[src/rtl/scsi_dma_pkg.sv]
package scsi_dma_pkg;

  typedef enum logic [1:0] {
    DIR_SEND  = 2'd0,
    DIR_TRECV = 2'd1,
    DIR_IRECV = 2'd2
  } xfer_dir_e;

  typedef enum logic [2:0] {
    ST_IDLE = 3'd0,
    ST_HOST = 3'd1,
    ST_IREQ = 3'd2,
    ST_IACK = 3'd3,
    ST_TREQ = 3'd4,
    ST_TREL = 3'd5
  } seq_state_e;

endpackage

[src/rtl/sdma_start_dec.sv]
module sdma_start_dec
  import scsi_dma_pkg::*;
#(
  parameter int ADDR_W = 3,
  parameter int A_BASE = 5
) (
  input  logic              wr,
  input  logic [ADDR_W-1:0] addr,
  output logic              start,
  output xfer_dir_e         dir
);

  localparam int NUM_START = 3;

  logic [NUM_START-1:0] hit;

  // one decoder per start address; the address offset selects the direction
  for (genvar k = 0; k < NUM_START; k++) begin : g_hit
    assign hit[k] = wr && (addr == ADDR_W'(A_BASE + k));
  end

  always_comb begin
    start = |hit;
    if (hit[2])      dir = DIR_IRECV;
    else if (hit[1]) dir = DIR_TRECV;
    else             dir = DIR_SEND;
  end

endmodule

[src/rtl/sdma_fall_det.sv]
module sdma_fall_det #(
  parameter int W = 2
) (
  input  logic         clk,
  input  logic         rst_n,
  input  logic [W-1:0] sig,
  output logic [W-1:0] fall
);

  logic [W-1:0] prev_q;

  always_ff @(posedge clk or negedge rst_n) begin
    if (!rst_n) prev_q <= '0;
    else        prev_q <= sig;
  end

  assign fall = prev_q & ~sig;

endmodule

[src/rtl/sdma_seq.sv]
module sdma_seq
  import scsi_dma_pkg::*;
#(
  parameter int DATA_W  = 8,
  parameter int PHASE_W = 3
) (
  input  logic               clk,
  input  logic               rst_n,
  input  logic               start,
  input  xfer_dir_e          start_dir,
  input  logic               block_mode,
  input  logic [PHASE_W-1:0] phase_prog,
  input  logic [PHASE_W-1:0] bus_phase,
  input  logic               dack,
  input  logic               host_eop,
  input  logic [DATA_W-1:0]  host_wdata,
  input  logic               req_in,
  input  logic               ack_in,
  input  logic               req_fall,
  input  logic               ack_fall,
  input  logic [DATA_W-1:0]  bus_din,
  output logic               drq,
  output logic               req_out,
  output logic               ack_out,
  output logic               bus_doe,
  output logic [DATA_W-1:0]  bus_dout,
  output logic [DATA_W-1:0]  host_rdata,
  output logic               launch,
  output logic               finish,
  output logic               finish_send,
  output logic               mismatch
);

  seq_state_e        state_q, state_d;
  xfer_dir_e         dir_q, dir_d;
  logic              eop_q, eop_d;
  logic [DATA_W-1:0] dout_q, dout_d;
  logic [DATA_W-1:0] din_q, din_d;
  logic              upd_dout, upd_din;

  // next-state process
  always_comb begin
    state_d     = state_q;
    dir_d       = dir_q;
    eop_d       = eop_q;
    dout_d      = dout_q;
    din_d       = din_q;
    upd_dout    = 1'b0;
    upd_din     = 1'b0;
    launch      = 1'b0;
    finish      = 1'b0;
    finish_send = 1'b0;
    mismatch    = 1'b0;
    unique case (state_q)
      ST_IDLE: begin
        if (start) begin
          launch = 1'b1;
          dir_d  = start_dir;
          eop_d  = 1'b0;
          unique case (start_dir)
            DIR_SEND:  state_d = ST_HOST;
            DIR_TRECV: state_d = ST_TREQ;
            default:   state_d = ST_IREQ;
          endcase
        end
      end
      ST_HOST: begin
        if (dack) begin
          if (dir_q == DIR_SEND) begin
            upd_dout = 1'b1;
            dout_d   = host_wdata;
            eop_d    = host_eop;
            state_d  = ST_IREQ;
          end else if (host_eop) begin
            finish  = 1'b1;
            state_d = ST_IDLE;
          end else begin
            state_d = (dir_q == DIR_TRECV) ? ST_TREQ : ST_IREQ;
          end
        end
      end
      ST_IREQ: begin
        if (req_in) begin
          if (bus_phase != phase_prog) begin
            mismatch = 1'b1;
            state_d  = ST_IDLE;
          end else begin
            state_d = ST_IACK;
          end
        end
      end
      ST_IACK: begin
        if (req_fall) begin
          if (dir_q == DIR_SEND) begin
            if (eop_q) begin
              finish      = 1'b1;
              finish_send = 1'b1;
              state_d     = ST_IDLE;
            end else begin
              state_d = ST_HOST;
            end
          end else begin
            upd_din = 1'b1;
            din_d   = bus_din;
            state_d = ST_HOST;
          end
        end
      end
      ST_TREQ: begin
        if (ack_in) state_d = ST_TREL;
      end
      ST_TREL: begin
        if (ack_fall) begin
          upd_din = 1'b1;
          din_d   = bus_din;
          state_d = ST_HOST;
        end
      end
      default: state_d = ST_IDLE;
    endcase
  end

  // register process
  always_ff @(posedge clk or negedge rst_n) begin
    if (!rst_n) begin
      state_q <= ST_IDLE;
      dir_q   <= DIR_SEND;
      eop_q   <= 1'b0;
    end else begin
      state_q <= state_d;
      dir_q   <= dir_d;
      eop_q   <= eop_d;
    end
  end

  always_ff @(posedge clk or negedge rst_n) begin
    if (!rst_n)        dout_q <= '0;
    else if (upd_dout) dout_q <= dout_d;
  end

  always_ff @(posedge clk or negedge rst_n) begin
    if (!rst_n)       din_q <= '0;
    else if (upd_din) din_q <= din_d;
  end

  assign drq        = block_mode ? (state_q != ST_IDLE) : (state_q == ST_HOST);
  assign ack_out    = (state_q == ST_IACK);
  assign req_out    = (state_q == ST_TREQ);
  assign bus_doe    = (dir_q == DIR_SEND) && ((state_q == ST_IREQ) || (state_q == ST_IACK));
  assign bus_dout   = dout_q;
  assign host_rdata = din_q;

endmodule

[src/rtl/sdma_status.sv]
module sdma_status (
  input  logic clk,
  input  logic rst_n,
  input  logic launch,
  input  logic finish,
  input  logic finish_send,
  input  logic mismatch,
  input  logic eop_irq_en,
  output logic dma_end,
  output logic last_sent,
  output logic phase_err,
  output logic irq
);

  logic end_q, end_d, last_q, last_d, perr_q, perr_d, irq_q, irq_d;

  always_comb begin
    end_d  = end_q;
    last_d = last_q;
    perr_d = perr_q;
    irq_d  = irq_q;
    if (launch) begin
      end_d  = 1'b0;
      last_d = 1'b0;
      perr_d = 1'b0;
      irq_d  = 1'b0;
    end else begin
      if (finish)                end_d  = 1'b1;
      if (finish_send)           last_d = 1'b1;
      if (finish && eop_irq_en)  irq_d  = 1'b1;
      if (mismatch) begin
        perr_d = 1'b1;
        irq_d  = 1'b1;
      end
    end
  end

  always_ff @(posedge clk or negedge rst_n) begin
    if (!rst_n) begin
      end_q  <= 1'b0;
      last_q <= 1'b0;
      perr_q <= 1'b0;
      irq_q  <= 1'b0;
    end else begin
      end_q  <= end_d;
      last_q <= last_d;
      perr_q <= perr_d;
      irq_q  <= irq_d;
    end
  end

  assign dma_end   = end_q;
  assign last_sent = last_q;
  assign phase_err = perr_q;
  assign irq       = irq_q;

endmodule

[src/rtl/scsi_dma_engine.sv]
module scsi_dma_engine
  import scsi_dma_pkg::*;
#(
  parameter int DATA_W  = 8,
  parameter int ADDR_W  = 3,
  parameter int PHASE_W = 3,
  parameter int A_BASE  = 5
) (
  input  logic               clk,
  input  logic               rst_n,
  input  logic               reg_wr,
  input  logic [ADDR_W-1:0]  reg_addr,
  input  logic               block_mode,
  input  logic               eop_irq_en,
  input  logic [PHASE_W-1:0] phase_prog,
  input  logic [PHASE_W-1:0] bus_phase,
  output logic               drq,
  input  logic               dack,
  input  logic               host_eop,
  input  logic [DATA_W-1:0]  host_wdata,
  output logic [DATA_W-1:0]  host_rdata,
  input  logic               req_in,
  input  logic               ack_in,
  output logic               req_out,
  output logic               ack_out,
  input  logic [DATA_W-1:0]  bus_din,
  output logic [DATA_W-1:0]  bus_dout,
  output logic               bus_doe,
  output logic               dma_end,
  output logic               last_sent,
  output logic               phase_err,
  output logic               irq
);

  localparam int RST_STAGES = 2;

  logic [RST_STAGES-1:0] rst_sync_q;
  logic                  rst_int_n;

  // asynchronous assertion, synchronous release
  always_ff @(posedge clk or negedge rst_n) begin
    if (!rst_n) rst_sync_q <= '0;
    else        rst_sync_q <= {rst_sync_q[RST_STAGES-2:0], 1'b1};
  end
  assign rst_int_n = rst_sync_q[RST_STAGES-1];

  logic      start;
  xfer_dir_e start_dir;
  logic [1:0] strobe_fall;
  logic      launch, finish, finish_send, mismatch;

  sdma_start_dec #(
    .ADDR_W (ADDR_W),
    .A_BASE (A_BASE)
  ) u_dec (
    .wr    (reg_wr),
    .addr  (reg_addr),
    .start (start),
    .dir   (start_dir)
  );

  sdma_fall_det #(
    .W (2)
  ) u_fall (
    .clk   (clk),
    .rst_n (rst_int_n),
    .sig   ({ack_in, req_in}),
    .fall  (strobe_fall)
  );

  sdma_seq #(
    .DATA_W  (DATA_W),
    .PHASE_W (PHASE_W)
  ) u_seq (
    .clk         (clk),
    .rst_n       (rst_int_n),
    .start       (start),
    .start_dir   (start_dir),
    .block_mode  (block_mode),
    .phase_prog  (phase_prog),
    .bus_phase   (bus_phase),
    .dack        (dack),
    .host_eop    (host_eop),
    .host_wdata  (host_wdata),
    .req_in      (req_in),
    .ack_in      (ack_in),
    .req_fall    (strobe_fall[0]),
    .ack_fall    (strobe_fall[1]),
    .bus_din     (bus_din),
    .drq         (drq),
    .req_out     (req_out),
    .ack_out     (ack_out),
    .bus_doe     (bus_doe),
    .bus_dout    (bus_dout),
    .host_rdata  (host_rdata),
    .launch      (launch),
    .finish      (finish),
    .finish_send (finish_send),
    .mismatch    (mismatch)
  );

  sdma_status u_stat (
    .clk         (clk),
    .rst_n       (rst_int_n),
    .launch      (launch),
    .finish      (finish),
    .finish_send (finish_send),
    .mismatch    (mismatch),
    .eop_irq_en  (eop_irq_en),
    .dma_end     (dma_end),
    .last_sent   (last_sent),
    .phase_err   (phase_err),
    .irq         (irq)
  );

endmodule

[config.mk]
export PLATFORM = sky130hd
export DESIGN_NAME = scsi_dma_engine
export DESIGN_NICKNAME = d
export VERILOG_FILES = /design/src/rtl/scsi_dma_pkg.sv /design/src/rtl/sdma_start_dec.sv /design/src/rtl/sdma_fall_det.sv /design/src/rtl/sdma_seq.sv /design/src/rtl/sdma_status.sv /design/src/rtl/scsi_dma_engine.sv
export SDC_FILE = /design/constraint.sdc
export NUM_CORES = 1
export LEC_CHECK = 0
export ABC_AREA = 1
export CAP_MARGIN = 20
export CORE_MARGIN = 1.5
export CORE_UTILIZATION = 58
export DETAILED_ROUTE_END_ITERATION = 16
export DONT_BUFFER_PORTS = 1
export PLACE_DENSITY = 0.8
export SYNTH_ARGS = -nofsm -noshare
export SYNTH_HDL_FRONTEND = slang
export SYNTH_SLANG_ARGS = --single-unit
[constraint.sdc]
create_clock -name clk -period 1.7 [get_ports clk]
set_input_delay 0.17 -clock clk [delete_from_list [all_inputs] [get_ports clk]]
set_output_delay 0.17 -clock clk [all_outputs]
set_load 0.02 [all_outputs]
==> metrics.txt, run 1 <==
clk_lat worst skew=0.34 ns; Leakage=0.988 nW; part of the power in combinational logic=0.374; Internal Power=1.61 mW; simple logic cell fraction of the synthesized area=0.307; setup bufs post-CTS=0; main combinational cell family by area after synthesis=simple AND/OR/NAND/NOR gates; outcome=completed; CTS Root Cell=clkbuf_4; Clk pwr share=0.145; fill count=203; Synthesized Nets=234; clk slew on worst S/H paths=0.10 ns; post-layout net count=262; IO buf count=0; Routed Antenna Nets=0; multiplexer share of the synthesized area=0; Max VDD drop=0.00126 V; clk buf depth=2; Synth Warn #=0; die height=55.2 um; Psw=1.53 mW; synthesized instance count=200; highest clock rate=611 MHz; CP peak stage delay=0.58 ns; gr usage total=0.282; dpl ws=0.245 ns; sequential area share after synthesis=0.476; DR pass1 iterations=4; Netlist cell types=29; x dimension of the die=55.2 um; Synth Area in XOR/XNOR=0.00555; first-pass GRT wire length=5.89 mm; Post-route DRC=0; Seq pwr share=0.481; vias in the first global route=1,351; final hold vios=0; Hold Path Class=input pin to register; diode count=0; synthesis-stage register bit count=30; Crit path arrival time=1.47 ns; Die ar.=3040 sq um; fin crit share=0.963; Pwr Density=1680 nW/um^2; # setup viols final=0; placed cell count=231; grt ovf=0; TNS Setup=0 ns; H-tree lvl count=2; Worst Setup Start Kind=register; post-synthesis compound-gate area fraction=0.105; Post-DP HPWL=2.56 mm; CP Class=register to output pin; WL/cell=14.0 um; initial antenna violation count=0; synthesized cell area=1580 sq um; Slew Viols, Final=0; Final WS setup=0.0623 ns; Via Count=1,387; vias per cell=5.36; clk_skew=0.0101 ns; RSZ-0062 raised after global routing=false; starting density of the core=0.625; MaxCap Viol Count=0; crit path launch=u_seq.state_q[2]; routability cong.=0.842; cell chain of the critical path=nand2_1 -> nor2_1 -> buf_4; Critical Path Fanout Max=8; fraction of layout cells with a size suffix above 1=0.127; syn_area_per_cell=7.89 sq um; Core ar.=2520 sq um; aggregate routed wire length=3.63 mm; Crit-path slowest cell=dfrtp_1; Synth-to-Final Area Change=18.9%; Final min period=1.64 ns; Synth Area in Adders=0; critical hold path startpoint=eop_irq_en; DR iter-0 viols=21; Critical R2R Launch=u_seq.state_q[0]; CTS tree=yes; CTS Buf Count=5; largest net degree at the start of global routing=20; fin cells=259; # IOs=58; Worst Path Required=1.53 ns; Net Sw Frac=0.488; FP Rows=18; CP Capture Type=output pin; Clock Sinks=30
[per-layer routing]
layer	wire [um]	global-route usage
met1	1410	0.328
met2	1910	0.482
met3	232	0.0941
met4	73	0.106
met5	0	0
[synthesized netlist by cell type (all sizes together)]
cell type	count	area (sq um)
xnor2	1	8.76
and2	1	6.26
o21bai	1	7.51
conb	1	3.75
o21ai	21	116
nand3	8	72.6
nand2	62	233
nor2	23	118
o22ai	2	12.5
buf	3	30.0
nand4	4	25.0
dfrtp	30	751
inv	33	131
nor3	2	15.0
nand3b	2	15.0
a21oi	5	28.8
clkinv	1	3.75
[power groups by stage]
stage          clock network (mW)  registers, mW  logic, mW
2_1_floorplan                   0           1.42       1.01
3_3_place_gp                    0           1.51       1.08
3_5_place_dp                    0           1.52       1.12
4_1_cts                     0.459           1.51       1.16
5_1_grt                     0.487           1.55       1.36
6_report                    0.455           1.51       1.18
[metrics by stage]
step / util / hold slack, ns / total power [mW] / area, sq um
after floorplan: - / -0.126 / 2.43 / 1580
after CTS: 0.744 / 0.0491 / 3.13 / 1880
final: 0.744 / 0.0540 / 3.15 / 1880
after global routing: 0.744 / 0.0495 / 3.39 / 1880
after detailed placement: 0.640 / -0.126 / 2.65 / 1620
after global placement: 0.640 / -0.126 / 2.59 / 1620
[cells by family (layout without fill, tap and decap cells)]
family	Yosys count	in the layout
and+or+nand+nor	102	102
buffers and inverters	37	66
DFF	30	30
AOI/OAI and AO/OA	29	29
other	1	1
xor gates and xnor gates	1	1
[layout make-up]
cell class | count | area [sq um] | share of cell area
Multi-Input combinational cell | 133 | 662 | 0.353
Inverter | 34 | 135 | 0.0720
Clock buffer | 7 | 55.1 | 0.0294
Timing Repair Buffer | 24 | 230 | 0.123
Tap cell | 30 | 37.5 | 0.0200
Sequential cell | 30 | 751 | 0.400
Clock inverter | 1 | 5.00 | 0.00267
[layout by cell type (no fill, tap or decap), drive strengths merged]
cell and n:
a21oi 5, and2 1, buf 4, clkbuf 7
clkinv 2, conb 1, dfrtp 30, dlygate4sd3 20
inv 33, nand2 62, nand3 8, nand3b 2
nand4 4, nor2 23, nor3 2, o21ai 21
o21bai 1, o22ai 2, xnor2 1
[registers in the layout (all words and copies together), names as in the netlist]
| register | flops |
|---|---|
| rst_sync_q | 2 |
| u_fall.prev_q | 2 |
| u_seq.bus_dout | 8 |
| u_seq.dir_q | 2 |
| u_seq.eop_q | 1 |
| u_seq.host_rdata | 8 |
| u_seq.state_q | 3 |
| u_stat.dma_end | 1 |
| u_stat.irq | 1 |
| u_stat.last_sent | 1 |
| u_stat.phase_err | 1 |
[final timing paths]
check                                       to  slack (ns)  cells after the start
max                                    req_out        0.06                      3
min                                 u_stat.irq        0.05                      4
max reg2reg                u_seq.host_rdata[2]        0.15                      8
min reg2reg                u_seq.host_rdata[0]        0.17                      0
max in group asynchronous    u_seq.bus_dout[2]        0.92                      1
min in group asynchronous        rst_sync_q[1]        0.06                      1
[timing repair]
| item | 4_1_cts | 5_1_grt |
|---|---|---|
| hold endpoints to repair | 21 | 0 |
| hold buffers | 20 | 0 |
| gates resized for setup | 0 | 0 |
[worst max-delay path: cells and delay by family (launching register included)]
kind	cells	cell delay [ns]
buffers and inverters	1	0.19
and+or+nand+nor	2	0.36
DFF	1	0.58
Power figures use the tool's default switching activity.
==> inputs of run 2 (changes only) <==
ABC_AREA = not set   (was 1)
ABC_CLOCK_PERIOD_IN_PS = 1700   (was not set)
==> metrics.txt, run 2 <==
synthesis-stage register bit count=30; clk buf depth=2; Final min period=1.62 ns; Internal Power=1.85 mW; Synth Area in Adders=0; synth top area cells=dfrtp_1 52%, mux2_2 7.0%, mux2_1 6.2%; H-tree lvl count=2; initial antenna violation count=0; Crit path top cell by count=buf_4; CTS Root Cell=clkbuf_4; crit path launch=u_seq.state_q[2]; Slew Viols, Final=0; GR Util met3=0.0989; vias in the first global route=1,228; fin crit share=0.952; top cell type's share of synthesized area=0.519; clk slew on worst S/H paths=0.10 ns; most frequent cells in the layout=28 x dfrtp_1, 23 x dlygate4sd3_1, 14 x buf_4; vias per cell=6.03; Synth Area in XOR/XNOR=0.0182; synthesized instance count=123; Clk pwr share=0.141; commonest non-fill, non-tap cell in the layout=dfrtp_1; GRT met2 Usage=0.475; Leakage=0.831 nW; Pwr Density=1700 nW/um^2; Setup crit end=drq; RSZ-0062 raised after global routing=false; Routed Antenna Nets=0; Post-synth EDFFs=0; Crit path arrival time=1.45 ns; first-pass GRT wire length=5.61 mm; x dimension of the die=52.9 um; dominant synthesized flop cell=dfrtp_1; routability cong.=0.932; Post-route DRC=0; busiest grt layer=met2; grt ovf=0; Worst Setup Start Kind=register; diode count=0; part of the power in combinational logic=0.380; DR iter-0 viols=29; post-synth top area cell=dfrtp_1; Post-DP HPWL=2.39 mm; Psw=1.37 mW; main combinational cell family by area after synthesis=compound AO/OA/AOI/OAI gates; post-synthesis compound-gate area fraction=0.154; worst slew pin tran=0.622 ns; FP Rows=17; simple logic cell fraction of the synthesized area=0.152; gr usage total=0.291; Worst R2R End=u_seq.bus_dout[4]; CP Capture Type=output pin; clk_lat worst skew=0.33 ns; dpl ws=0.116 ns; Crit-path slowest cell=dfrtp_1; CTS Buf Count=5; Netlist cell types=39; CP peak stage delay=0.41 ns; Final WS setup=0.0823 ns; final hold vios=0; Critical Path Fanout Max=8; MaxCap Viol Count=0; Core ar.=2280 sq um; top cells by count, synth=30 x dfrtp_1, 9 x mux2_2, 8 x mux2_1; synthesized cell area=1450 sq um; multiplexer share of the synthesized area=0.132; GRT met1 Usage=0.345; DR pass1 iterations=4; Max VDD drop=0.00170 V; aggregate routed wire length=3.49 mm; Synthesized Nets=157; R2R cell count=4; # setup viols final=0; Die ar.=2800 sq um; IO buf count=0; starting density of the core=0.636; Net Sw Frac=0.426; sequential area share after synthesis=0.519; Synth-to-Final Area Change=31.0%; syn_area_per_cell=11.8 sq um; Async SR Flop Fraction=1.00; WL/cell=18.1 um; Worst Path Required=1.53 ns; CTS tree=yes; largest net degree at the start of global routing=16; Critical R2R Launch=u_seq.state_q[1]; CP Class=register to output pin; TNS Setup=0 ns; highest clock rate=618 MHz; setup bufs post-CTS=0; Hold Path Class=input pin to async pin; cell chain of the critical path=buf_4 -> nand2b_1 -> o21ai_0 -> buf_4; # IOs=58; fraction of layout cells with a size suffix above 1=0.255; Synth Warn #=0; Clock Sinks=30; R2R Setup Slk=0.13 ns; post-layout net count=198; count leader, synth=dfrtp_1; Via Count=1,164; Seq pwr share=0.479; clk_skew=0.0142 ns; die height=52.9 um; outcome=completed; Slew HR=0.586
==> run 2: cell types whose count changed in the layout (fill, tap and decap cells not counted), sizes merged, moves of 4 or more <==
cell,before,now
nand3,8,2
nor2b,0,4
nor2,23,8
buf,4,15
mux2,0,17
o21ai,21,3
inv,33,3
nand2,62,7
nand2b,0,6
==> run 2: what timing repair did <==
action,in CTS,in global routing
resized for setup,2,3
endpoints found under the hold margin,20,2
setup endpoints to repair,2,6
hold buffers,21,2
pin swaps,0,0
==> run 2: power by group through the flow <==
stage          combinational (mW)  clock [mW]  sequential (mW)
3_5_place_dp                 1.16           0             1.54
6_report                     1.22       0.456             1.54
5_1_grt                      1.34       0.489             1.58
4_1_cts                      1.21       0.451             1.53
3_3_place_gp                 1.13           0             1.53
2_1_floorplan               0.829           0             1.46
==> run 2: cell families after synthesis <==
kind of cell,after synthesis
other cells,1
simple gates,37
mux,17
xor+xnor,3
compound gates,28
flops,30
buf+inv,7
==> run 2: area by class of cell <==
class                   instances  area [sq um]
clock buffers                   6          51.3
clock inverters                 2          12.5
well taps                      28          35.0
repair buffers                 38           355
multi-input cells              86           676
inverters                       3          11.3
fillers                       132           382
flip-flops and latches         30           753
==> run 2: how the worst min path moves through the flow <==
stage,endpoint,slack [ns]
6_report,rst_sync_q[0],0.07
3_5_place_dp,rst_sync_q[0],-0.13
4_1_cts,u_seq.dir_q[1],0.002
3_3_place_gp,rst_sync_q[0],-0.13
5_1_grt,rst_sync_q[0],0.05
2_1_floorplan,rst_sync_q[0],-0.13
==> run 2: metal layers <==
metal  part of all wire  vias up
li1                   -      539
met1               0.41      557
met2               0.49       60
met3              0.083        8
met4              0.023        0
met5                  0        -
==> run 2: worst max-delay path, delay by kind of cell (launching register included) <==
kind | cells | cell delay (ns)
AOI/OAI and AO/OA | 1 | 0.19
buffers and inverters | 2 | 0.34
DFF | 1 | 0.41
and+or+nand+nor | 1 | 0.19
==> run 2: metrics by stage <==
stage / cells / hold WS [ns] / instance area, sq um / util / power, mW
5_1_grt: 193 / 0.0535 / 1890 / 0.832 / 3.41
6_report: 193 / 0.0668 / 1890 / 0.832 / 3.22
4_1_cts: 191 / 0.00171 / 1870 / 0.820 / 3.19
3_3_place_gp: 162 / -0.126 / 1590 / 0.697 / 2.66
3_5_place_dp: 162 / -0.126 / 1590 / 0.697 / 2.70
2_1_floorplan: 123 / -0.126 / 1450 / - / 2.29
